**config.mk**
```make
export PLATFORM = sky130hd
export DESIGN_NAME = i2c_hang_inject
export DESIGN_NICKNAME = d
export VERILOG_FILES = /design/src/rtl/ihi_pkg.sv /design/src/rtl/ihi_timer.sv /design/src/rtl/ihi_linephy.sv /design/src/rtl/ihi_seq.sv /design/src/rtl/i2c_hang_inject.sv
export SDC_FILE = /design/constraint.sdc
export NUM_CORES = 1
export LEC_CHECK = 0
export BUFFER_PORTS_ARGS = -buffer_cell sky130_fd_sc_hd__buf_2
export CAP_MARGIN = 20
export CORE_ASPECT_RATIO = 1.2
export CORE_MARGIN = 3
export CORE_UTILIZATION = 63
export CTS_CLUSTER_SIZE = 20
export DETAILED_ROUTE_END_ITERATION = 7
export HOLD_SLACK_MARGIN = 0.1
export PLACE_DENSITY = 0.85
export SLEW_MARGIN = 10
export SYNTH_ARGS = -nofsm -noshare
export SYNTH_HDL_FRONTEND = slang
export SYNTH_SLANG_ARGS = --single-unit
```
**constraint.sdc**
```tcl
create_clock -name clk -period 6 [get_ports clk]
set_input_delay 0.3 -clock clk [delete_from_list [all_inputs] [get_ports clk]]
set_output_delay 0.3 -clock clk [all_outputs]
set_load 0.02 [all_outputs]
```
**src/rtl/ihi_pkg.sv**
```systemverilog
package ihi_pkg;

    typedef enum logic [1:0] {
        HM_ACK     = 2'd0,
        HM_READ    = 2'd1,
        HM_WRITE   = 2'd2,
        HM_ACK_ALT = 2'd3
    } hang_mode_e;

    typedef enum logic [1:0] {
        OP_START,
        OP_TX,
        OP_RX,
        OP_HANG
    } line_op_e;

    typedef enum logic [3:0] {
        SG_START,
        SG_ADDR_W,
        SG_ACK_A,
        SG_REG,
        SG_ACK_R,
        SG_RESTART,
        SG_ADDR_R,
        SG_ACK_B,
        SG_RX_BITS,
        SG_TX_BITS,
        SG_HANG
    } seg_e;

endpackage

```
**src/rtl/ihi_timer.sv**
```systemverilog
module ihi_timer #(
    parameter int CNT_W = 8
) (
    input  logic             clk,
    input  logic             rst_n,
    input  logic             load,
    input  logic [CNT_W-1:0] load_val,
    output logic             expired
);
    logic [CNT_W-1:0] cnt_d, cnt_q;

    always_comb begin
        cnt_d = cnt_q;
        if (load)
            cnt_d = load_val;
        else if (cnt_q != '0)
            cnt_d = cnt_q - 1'b1;
    end

    always_ff @(posedge clk or negedge rst_n) begin
        if (!rst_n) cnt_q <= '0;
        else        cnt_q <= cnt_d;
    end

    assign expired = (cnt_q == '0);

endmodule

```
**src/rtl/ihi_linephy.sv**
```systemverilog
module ihi_linephy
    import ihi_pkg::*;
#(
    parameter int PHASE_CYC   = 4,
    parameter int STRETCH_MAX = 250
) (
    input  logic     clk,
    input  logic     rst_n,
    input  logic     op_valid,
    input  line_op_e op,
    input  logic     op_bit,
    input  logic     release_i,
    input  logic     scl_i,
    input  logic     sda_i,
    output logic     op_done,
    output logic     hang_done,
    output logic     scl_low_o,
    output logic     sda_low_o,
    output logic     cap_sda_o,
    output logic     cap_scl_o
);
    localparam int TMAX = (PHASE_CYC > STRETCH_MAX) ? PHASE_CYC : STRETCH_MAX;
    localparam int TW   = $clog2(TMAX + 1);
    localparam logic [TW-1:0] PH_V  = TW'(PHASE_CYC);
    localparam logic [TW-1:0] STR_V = TW'(STRETCH_MAX);

    typedef enum logic [2:0] {
        PH_IDLE, PH_SETUP, PH_RISE, PH_HOLD, PH_SDA_FALL, PH_HUNG
    } ph_e;

    typedef struct packed {
        ph_e      ph;
        line_op_e op;
        logic     scl_low;
        logic     sda_low;
        logic     cap_sda;
        logic     cap_scl;
    } phy_st_t;

    phy_st_t s_d, s_q;
    logic          tmr_load, tmr_exp;
    logic [TW-1:0] tmr_val;

    ihi_timer #(.CNT_W(TW)) u_timer (
        .clk      (clk),
        .rst_n    (rst_n),
        .load     (tmr_load),
        .load_val (tmr_val),
        .expired  (tmr_exp)
    );

    always_comb begin
        s_d       = s_q;
        tmr_load  = 1'b0;
        tmr_val   = PH_V;
        op_done   = 1'b0;
        hang_done = 1'b0;
        case (s_q.ph)
            PH_IDLE: if (op_valid) begin
                s_d.op      = op;
                s_d.sda_low = (op == OP_TX) && !op_bit;
                s_d.ph      = PH_SETUP;
                tmr_load    = 1'b1;
            end
            PH_SETUP: if (tmr_exp) begin
                s_d.scl_low = 1'b0;
                s_d.ph      = PH_RISE;
                tmr_load    = 1'b1;
                tmr_val     = STR_V;
            end
            PH_RISE: if (scl_i || tmr_exp) begin
                if (s_q.op == OP_HANG) begin
                    s_d.cap_sda = sda_i;
                    s_d.cap_scl = scl_i;
                    s_d.ph      = PH_HUNG;
                    hang_done   = 1'b1;
                end else begin
                    s_d.ph   = PH_HOLD;
                    tmr_load = 1'b1;
                end
            end
            PH_HOLD: if (tmr_exp) begin
                if (s_q.op == OP_START) begin
                    s_d.sda_low = 1'b1;
                    s_d.ph      = PH_SDA_FALL;
                    tmr_load    = 1'b1;
                end else begin
                    s_d.scl_low = 1'b1;
                    s_d.ph      = PH_IDLE;
                    op_done     = 1'b1;
                end
            end
            PH_SDA_FALL: if (tmr_exp) begin
                s_d.scl_low = 1'b1;
                s_d.ph      = PH_IDLE;
                op_done     = 1'b1;
            end
            PH_HUNG: if (release_i) begin
                s_d.scl_low = 1'b0;
                s_d.sda_low = 1'b0;
                s_d.ph      = PH_IDLE;
            end
            default: s_d.ph = PH_IDLE;
        endcase
    end

    always_ff @(posedge clk or negedge rst_n) begin
        if (!rst_n)
            s_q <= '{ph: PH_IDLE, op: OP_START, scl_low: 1'b0, sda_low: 1'b0,
                     cap_sda: 1'b0, cap_scl: 1'b0};
        else
            s_q <= s_d;
    end

    assign scl_low_o = s_q.scl_low;
    assign sda_low_o = s_q.sda_low;
    assign cap_sda_o = s_q.cap_sda;
    assign cap_scl_o = s_q.cap_scl;

    // parked state never pulls a line
    assert_hang_released_R6: assert property (@(posedge clk) disable iff (!rst_n)
        (s_q.ph == PH_HUNG) |-> (!s_q.scl_low && !s_q.sda_low));

    // SDA goes released only while SCL is held low, so no stop can form
    assert_no_stop_R6: assert property (@(posedge clk) disable iff (!rst_n)
        $fell(s_q.sda_low) |-> s_q.scl_low);

    // SDA is pulled low with SCL high only for the start condition
    assert_sda_low_while_scl_high_R6: assert property (@(posedge clk) disable iff (!rst_n)
        $rose(s_q.sda_low) |-> (s_q.scl_low || s_q.ph == PH_SDA_FALL));

    // an expired stretch wait always moves on
    assert_stretch_timeout_R8: assert property (@(posedge clk) disable iff (!rst_n)
        (s_q.ph == PH_RISE && tmr_exp) |=> (s_q.ph != PH_RISE));

    // captured levels only change when the hang point is reached
    assert_capture_hold_R9: assert property (@(posedge clk) disable iff (!rst_n)
        (s_q.ph == PH_HUNG) |=> ($stable(s_q.cap_sda) && $stable(s_q.cap_scl)));

endmodule

```
**src/rtl/ihi_seq.sv**
```systemverilog
module ihi_seq
    import ihi_pkg::*;
(
    input  logic       clk,
    input  logic       rst_n,
    input  logic       start_i,
    input  logic [1:0] mode_i,
    input  logic [6:0] addr_i,
    input  logic [7:0] reg_i,
    input  logic [3:0] nbits_i,
    input  logic       release_i,
    input  logic       op_done,
    input  logic       hang_done,
    output logic       op_valid,
    output line_op_e   op,
    output logic       op_bit,
    output logic       busy_o,
    output logic       done_o
);
    localparam int BYTE_BITS = 8;
    localparam logic [3:0] MAX_NB = 4'(BYTE_BITS);

    typedef enum logic [1:0] { SQ_IDLE, SQ_ISSUE, SQ_WAIT, SQ_HUNG } sq_e;

    typedef struct packed {
        sq_e        st;
        seg_e       seg;
        logic [3:0] idx;
        hang_mode_e mode;
        logic [6:0] addr;
        logic [7:0] regb;
        logic [3:0] nbits;
    } seq_st_t;

    seq_st_t s_d, s_q;

    function automatic logic [3:0] seg_len(seg_e s, logic [3:0] nb);
        case (s)
            SG_ADDR_W, SG_REG, SG_ADDR_R: return MAX_NB;
            SG_RX_BITS, SG_TX_BITS:       return nb;
            default:                      return 4'd1;
        endcase
    endfunction

    function automatic seg_e next_seg(seg_e s, hang_mode_e m, logic [3:0] nb);
        case (s)
            SG_START:   return SG_ADDR_W;
            SG_ADDR_W:  return (m == HM_READ || m == HM_WRITE) ? SG_ACK_A : SG_HANG;
            SG_ACK_A:   return (m == HM_READ) ? SG_REG : ((nb == '0) ? SG_HANG : SG_TX_BITS);
            SG_REG:     return SG_ACK_R;
            SG_ACK_R:   return SG_RESTART;
            SG_RESTART: return SG_ADDR_R;
            SG_ADDR_R:  return SG_ACK_B;
            SG_ACK_B:   return (nb == '0) ? SG_HANG : SG_RX_BITS;
            default:    return SG_HANG;
        endcase
    endfunction

    always_comb begin
        s_d = s_q;
        case (s_q.st)
            SQ_IDLE: if (start_i) begin
                s_d.mode  = hang_mode_e'(mode_i);
                s_d.addr  = addr_i;
                s_d.regb  = reg_i;
                s_d.nbits = (nbits_i > MAX_NB) ? MAX_NB : nbits_i;
                s_d.seg   = SG_START;
                s_d.idx   = '0;
                s_d.st    = SQ_ISSUE;
            end
            SQ_ISSUE: s_d.st = SQ_WAIT;
            SQ_WAIT: begin
                if (hang_done) begin
                    s_d.st = SQ_HUNG;
                end else if (op_done) begin
                    if (s_q.idx + 4'd1 < seg_len(s_q.seg, s_q.nbits)) begin
                        s_d.idx = s_q.idx + 4'd1;
                    end else begin
                        s_d.seg = next_seg(s_q.seg, s_q.mode, s_q.nbits);
                        s_d.idx = '0;
                    end
                    s_d.st = SQ_ISSUE;
                end
            end
            SQ_HUNG: if (release_i) s_d.st = SQ_IDLE;
            default: s_d.st = SQ_IDLE;
        endcase
    end

    always_ff @(posedge clk or negedge rst_n) begin
        if (!rst_n)
            s_q <= '{st: SQ_IDLE, seg: SG_START, idx: '0, mode: HM_ACK,
                     addr: '0, regb: '0, nbits: '0};
        else
            s_q <= s_d;
    end

    // Primitive decode: bytes go out MSB first
    logic [2:0] pos;
    always_comb begin
        pos    = 3'(BYTE_BITS - 1) - s_q.idx[2:0];
        op     = OP_RX;
        op_bit = 1'b1;
        case (s_q.seg)
            SG_START, SG_RESTART: op = OP_START;
            SG_HANG:              op = OP_HANG;
            SG_ADDR_W: begin op = OP_TX; op_bit = (s_q.addr & 7'h7f) != 0 ? {s_q.addr, 1'b0}[pos] : 1'b0; end
            SG_ADDR_R: begin op = OP_TX; op_bit = {s_q.addr, 1'b1}[pos]; end
            SG_REG, SG_TX_BITS: begin op = OP_TX; op_bit = s_q.regb[pos]; end
            default: op = OP_RX;
        endcase
    end

    assign op_valid = (s_q.st == SQ_ISSUE);
    assign busy_o   = (s_q.st == SQ_ISSUE) || (s_q.st == SQ_WAIT);
    assign done_o   = (s_q.st == SQ_HUNG);

    // stored bit count never exceeds one byte
    assert_nbits_clamped_R5: assert property (@(posedge clk) disable iff (!rst_n)
        (s_q.st != SQ_IDLE) |-> (s_q.nbits <= MAX_NB));

    // a start while active leaves the latched settings alone
    assert_start_ignored_R11: assert property (@(posedge clk) disable iff (!rst_n)
        (s_q.st != SQ_IDLE && start_i) |=>
            ($stable(s_q.mode) && $stable(s_q.addr) && $stable(s_q.regb) && $stable(s_q.nbits)));

    // release leaves the parked state on the next clock
    assert_release_R10: assert property (@(posedge clk) disable iff (!rst_n)
        (done_o && release_i) |=> (!done_o && !busy_o));

    // done is only ever entered from an active sequence
    assert_done_after_busy_R10: assert property (@(posedge clk) disable iff (!rst_n)
        $rose(done_o) |-> $past(busy_o));

endmodule

```
**src/rtl/i2c_hang_inject.sv**
```systemverilog
module i2c_hang_inject
    import ihi_pkg::*;
#(
    parameter int PHASE_CYC   = 4,
    parameter int STRETCH_MAX = 250
) (
    input  logic       clk,
    input  logic       rst_n,
    input  logic       start_i,
    input  logic [1:0] mode_i,
    input  logic [6:0] addr_i,
    input  logic [7:0] reg_i,
    input  logic [3:0] nbits_i,
    input  logic       release_i,
    input  logic       scl_i,
    input  logic       sda_i,
    output logic       scl_low_o,
    output logic       sda_low_o,
    output logic       busy_o,
    output logic       done_o,
    output logic       cap_sda_o,
    output logic       cap_scl_o
);
    line_op_e op;
    logic     op_valid, op_bit, op_done, hang_done;

    ihi_seq u_seq (
        .clk       (clk),
        .rst_n     (rst_n),
        .start_i   (start_i),
        .mode_i    (mode_i),
        .addr_i    (addr_i),
        .reg_i     (reg_i),
        .nbits_i   (nbits_i),
        .release_i (release_i),
        .op_done   (op_done),
        .hang_done (hang_done),
        .op_valid  (op_valid),
        .op        (op),
        .op_bit    (op_bit),
        .busy_o    (busy_o),
        .done_o    (done_o)
    );

    ihi_linephy #(
        .PHASE_CYC   (PHASE_CYC),
        .STRETCH_MAX (STRETCH_MAX)
    ) u_phy (
        .clk       (clk),
        .rst_n     (rst_n),
        .op_valid  (op_valid),
        .op        (op),
        .op_bit    (op_bit),
        .release_i (release_i),
        .scl_i     (scl_i),
        .sda_i     (sda_i),
        .op_done   (op_done),
        .hang_done (hang_done),
        .scl_low_o (scl_low_o),
        .sda_low_o (sda_low_o),
        .cap_sda_o (cap_sda_o),
        .cap_scl_o (cap_scl_o)
    );

endmodule

```
# After elaboration in Yosys (flattened, before gate mapping)
# Index checks and enable logic that the tools add are counted.
# op_classes
n_addsub	3
magnitude_cmp	3
n_eq_ne	36
n_mux	62
n_reduce_logical	31
# op_table
op	n
8-bit two-way mux	5
4-bit two-way mux	8
4-bit case mux with 8 select lines	1
32-bit nonzero test	1
31-bit two-way mux	1
3-bit two-way mux	7
1-bit two-way mux	20
3-bit case mux with 6 select lines	1
4-bit by 3-bit == test with 1-bit output, second input constant	4
2-bit != test, second input constant	8
8-bit case mux with 2 select lines	1
4-bit == test, second input constant	3
6-bit AND reduction	2
10-bit two-way mux	1
2-bit two-way mux	5
2-bit by 1-bit != test with 1-bit output, second input constant	5
5-bit AND reduction	2
1-bit binary-select mux with 3-bit select	3
2-bit == test, second input constant	4
4-bit by 2-bit == test with 1-bit output, second input constant	2
4-bit zero test	2
8-bit zero test	1
1-bit case mux with 4 select lines	2
2-bit case mux with 4 select lines	1
32 further kinds	45
# word_totals
regBits	48
out_inout_bits	6
elab_cells	149

# Logic depth before layout (Yosys ltp)
# logic_depth
depth_word	12
ltp_mapped	9

# By module
# A second synthesis with hierarchy kept.
# unflattened
cells_unflattened	293
area_unflattened_um2	2945.3
# by_module_without_submodules
module	n_inst	cells_each	area_per_inst_um2
ihi_seq	1	165	1819.2
ihi_linephy	1	74	638.1
ihi_timer	1	54	488.0

# Least setup slack after synthesis
# No wires, ideal clock.
# synth_timing
path_kind	reg-to-reg
start	register u_seq.s_q[25] in the netlist's numbering
end	register u_seq.s_q[27] in the netlist's numbering
setup_ns	0.124
arrival_ns	2.264
required_time_ns	5.876
slack_ns	3.612
path_stages_with_launch	9
synth_period_minus_slack_ns	2.388
cell_sequence	dfrtp_1 buf_2 nand3b_1 a21oi_2 a21oi_1 ha_1 a211oi_1 a2111oi_1 a211o_1
# synth_via
elab_chain_cells	9
# synth_rtl
element	line_no	rtl
from (decl)	ihi_seq.sv:35	seq_st_t s_d, s_q;
from (signal assigned)	ihi_seq.sv:92	s_q <= '{st: SQ_IDLE, seg: SG_START, idx: '0, mode: HM_ACK,
4-bit by 1-bit == test with 1-bit output (tied with other cells)	ihi_seq.sv:38, ihi_seq.sv:46	
3-bit OR reduction / 2-bit OR reduction (equally long branches)	ihi_seq.sv:38	case (s)
4-bit case mux with 2 select lines	ihi_seq.sv:38	
4-bit two-way mux	ihi_seq.sv:75	end else if (op_done) begin
4-bit two-way mux	ihi_seq.sv:73	if (hang_done) begin
4-bit two-way mux	ihi_seq.sv:61	case (s_q.st)
4-bit less-than comparator	ihi_seq.sv:76	if (s_q.idx + 4'd1 < seg_len(s_q.seg, s_q.nbits)) begin
2-bit != test (no line)	--	
5-bit AND reduction (no line)	--	
# Parallel ways exist; a longest one is shown, timed or not. The select of a mux whose other input is x is not followed.
# A chain may end at the register's enable or synchronous reset.

# Worst setup path after layout
# layout_timing
start	register u_seq.s_q[27] in the netlist's numbering
end	register u_seq.s_q[24] in the netlist's numbering
# layout_via
elab_chain_cells	11
# layout_rtl
element	line_no
4-bit by 1-bit == test with 1-bit output (tied with other cells)	ihi_seq.sv:38
3-bit OR reduction / 2-bit OR reduction (equally long branches)	ihi_seq.sv:38
4-bit case mux with 2 select lines (*)	ihi_seq.sv:38
4-bit two-way mux (*)	ihi_seq.sv:75
4-bit two-way mux (*)	ihi_seq.sv:73
4-bit two-way mux (*)	ihi_seq.sv:61
4-bit less-than comparator (*)	ihi_seq.sv:76
4-bit two-way mux (*)	ihi_seq.sv:76
10-bit two-way mux (*)	ihi_seq.sv:75
8-bit two-way mux (*)	ihi_seq.sv:73
8-bit case mux with 2 select lines (*)	ihi_seq.sv:61
# Mark *: on every way between the ends. The rest lies on a longest branch, timed or not. The select of a mux whose other input is x is not followed.

==> flow_summary.toml <==
[worst_setup_path]
r2r_end = "u_seq.s_q[24]"
worst_setup_ep_type = "register"
worst_setup_path_start_kind = "register"
cp.required_ns = 6.23
timing.reg2reg.worst_path_depth = 7
launch_point_of_the_worst_path = "u_seq.s_q[27]"
crit-reg2reg-launch = "u_seq.s_q[27]"
rrSetupSlack_ns = 3.29
worst_ep_arrival_time_ns = 2.94
worstSetupEndpoint = "u_seq.s_q[24]"
setup.worst_path.class = "register to register"
critical_path_peak_fanout = 10

[pwr]
vdd.ir_drop.worst_mv = 0.2623
p_seq_share_pct = 38.9
intPower_mw = 0.9440
p_leak_nw = 1.391
net-switching-power_mw = 0.6890
powerDensity_nw_per_um2 = 499.3
switching_part_of_the_total_power_pct = 42.19
power.clock.fraction_pct = 12.6
combinationalPowerShare_pct = 48.5

[timing]
timing.final.max_slew_violations = 0
finalCritPeriodShare_pct = 45.12
rsz_0062_raised_after_global_routing = "false"
setup_viol = 0
timing.max_slew.rel_slack_pct = 39.66
clock-skew-final_ns = 0.005829
final_period_minus_worst_setup_slack_ns = 2.707
timing.setup.tns_ns = 0
max_freq_ghz = 0.3694
final_hold_viol_count = 0
max_slew.worst_pin.slew_ns = 0.8997

[cells_and_area]
num_antenna_cells = 0
mostFrequentLayoutCell = "dfrtp_1"
finish.instance_area_um2 = 3271
layoutNonFillerInstCount = 376
syn_to_final_growth_pct = 9.053
layout_common_cells = "dfrtp_1, buf_2, nand2_1"
layout-drive-gt1-share_pct = 25.62
finish.net_count = 357

[clock_tree]
post_cts_buffers = 0
cts-buffers-inserted = 5
cts-root-to-sink-buffers = 2
tritoncts_clock_tree = "built"
root_cell_of_the_clock_tree = "clkbuf_8"
worstSkewPairLatency_ns = 0.31
cts.clk_slew.worst_paths_ns = 0.09
clock-sinks = 48
total_number_of_h_tree_levels = 2
cts_hold_buffers = 0
cts.repair.resized = 0

[place]
post_dp_cell_area_um2 = 3136
dp_cells = 366
gp_routability_congestion = 0.8400
post-dp-hpwl_um = 4458
placement.io_buffers = 32

[detailed_routing]
detail_route.vias_per_cell = 6.287
postRouteWirelength_um = 6172
drc = 0
detailed_routing_iteration_count_for_the_pre_antenna_repair_pass = 4
wl_per_cell_um = 16.41
drt_first_iter_violations = 146
route.vias.total = 2364
detail-route-antenna-nets = 0

[outcome]
outcome = "completed"

[yosys]
netlist_area_um2 = 2999
syn-instance-count = 293
synth.yosys.warnings = 0
yosysSeqAreaShare_pct = 40.05
ys_types = 65
postSynthNetCount = 331
synth-edff-count = 0
most_frequently_used_flop_master_after_synthesis = "dfrtp_1"
synth-async-reset-ratio_pct = 100.0
syn-mean-instance-area_um2 = 10.24
ys_ff_latch = 48

[die]
start_util_pct = 67.79
die_height_um = 81.58
die_area_um2 = 5628
floorplan.io_pins = 33
fp-row-count = 26
core_um2 = 4424
die_w_um = 68.99

[global_route]
largest_net_degree_at_the_start_of_global_routing = 49
grt_pass1_wl_um = 10370
grt_util_all_layers_pct = 24.49
grt_pass1_vias = 2341
grt_antenna_before_repair = 0
grt.overflow.total = 0

[worst_hold_path]
hold_path.class = "input port to register"

[job]
maxCapViolCount = 0
==> Yosys cell counts, drive strengths merged (4+ instances only) <==
master  count  area, um^2
o21ai      24       120.1
nor2       14       52.55
xor2        6       52.55
nand2b      8       50.05
nor3        4       25.02
a21o        5       45.04
clkbuf      6       22.52
inv        17       63.81
o22ai       4       25.02
xnor2       5       43.79
ha         11       137.6
nand3       5       25.02
a21oi      14       85.09
mux2       21       236.5
a211oi      6       55.05
buf         9       71.31
mux2i       4       40.04
dfrtp      48        1201
nand2      27       101.4
==> power groups by stage <==
stage / logic [mW] / clock network (mW) / registers (mW)
floorplan: 0.716 / 0 / 0.554
finish: 0.792 / 0.206 / 0.635
detailed placement: 0.782 / 0 / 0.640
CTS: 0.793 / 0.207 / 0.634
global route: 0.874 / 0.221 / 0.661
global placement: 0.758 / 0 / 0.631
==> stage by stage <==
stage / hold WS [ns] / setup slack, ns / power [mW] / utilization (%)
after floorplan: 0.004409 / 3.612 / 1.270 / -
after global placement: 0.4777 / 3.442 / 1.389 / 70.87
after detailed placement: 0.4939 / 3.336 / 1.422 / 70.87
after CTS: 0.2176 / 3.297 / 1.633 / 73.08
after global routing: 0.2186 / 3.082 / 1.757 / 73.93
final: 0.2133 / 3.293 / 1.633 / 73.93
==> layer usage <==
| layer | GRT usage, % | wire length [um] |
|---|---|---|
| met5 | 0 | 0 |
| met1 | 26.80 | 2430 |
| met3 | 5.062 | 234 |
| met4 | 9.162 | 132 |
| met2 | 45.32 | 3374 |
==> kinds of logic (layout without fill, tap and decap cells) <==
kind of cell               Yosys count  after routing  share of synthesized area [%]
buffers and inverters               32             59                          5.256
adders and majority gates           11             11                          4.589
DFF                                 48             48                          40.05
and+or+nand+nor                     83             83                          15.27
AOI/OAI and AO/OA                   80             80                          20.15
xor gates and xnor gates            11             11                          3.212
muxes                               28             28                          11.47
==> layout make-up <==
cell class | count | area (um^2)
Sequential cell | 48 | 1201
Tap cell | 56 | 70.07
Clock inverter | 2 | 15.01
Timing Repair Buffer | 34 | 197.7
Multi-Input combinational cell | 213 | 1640
Inverter | 17 | 63.81
Clock buffer | 6 | 82.58
Fill cell | 325 | 1154
==> how the worst min path moves through the flow <==
| stage | start | endpoint | slack (ns) | depth (start not counted) |
|---|---|---|---|---|
| after floorplan | rst_n | u_phy.cap_scl_o | 0.004 | 0 |
| after global placement | u_phy.cap_scl_o | u_phy.cap_scl_o | 0.48 | 2 |
| after detailed placement | u_seq.s_q[7] | u_seq.s_q[7] | 0.49 | 1 |
| after CTS | rst_n | u_phy.s_q[7] | 0.22 | 1 |
| after global routing | mode_i[1] | u_seq.s_q[20] | 0.22 | 2 |
| final | sda_i | u_phy.cap_sda_o | 0.21 | 2 |
==> critical path, cell delays in order, from the launching register on <==
cell	delay (ns)
dfrtp_1	0.55
nand3b_1	0.22
a21oi_2	0.25
a21oi_1	0.07
ha_1	0.29
a211oi_1	0.73
nand4bb_2	0.27
o22ai_1	0.23
==> flip-flops by register name, summed over array words and instances (netlist names) <==
signal / flops
u_phy.cap_scl_o: 1
u_phy.sda_low_o: 1
u_phy.s_q: 5
u_phy.scl_low_o: 1
u_seq.s_q: 31
u_phy.u_timer.cnt_q: 8
u_phy.cap_sda_o: 1
Note: power is estimated with default switching activity, not from simulation.
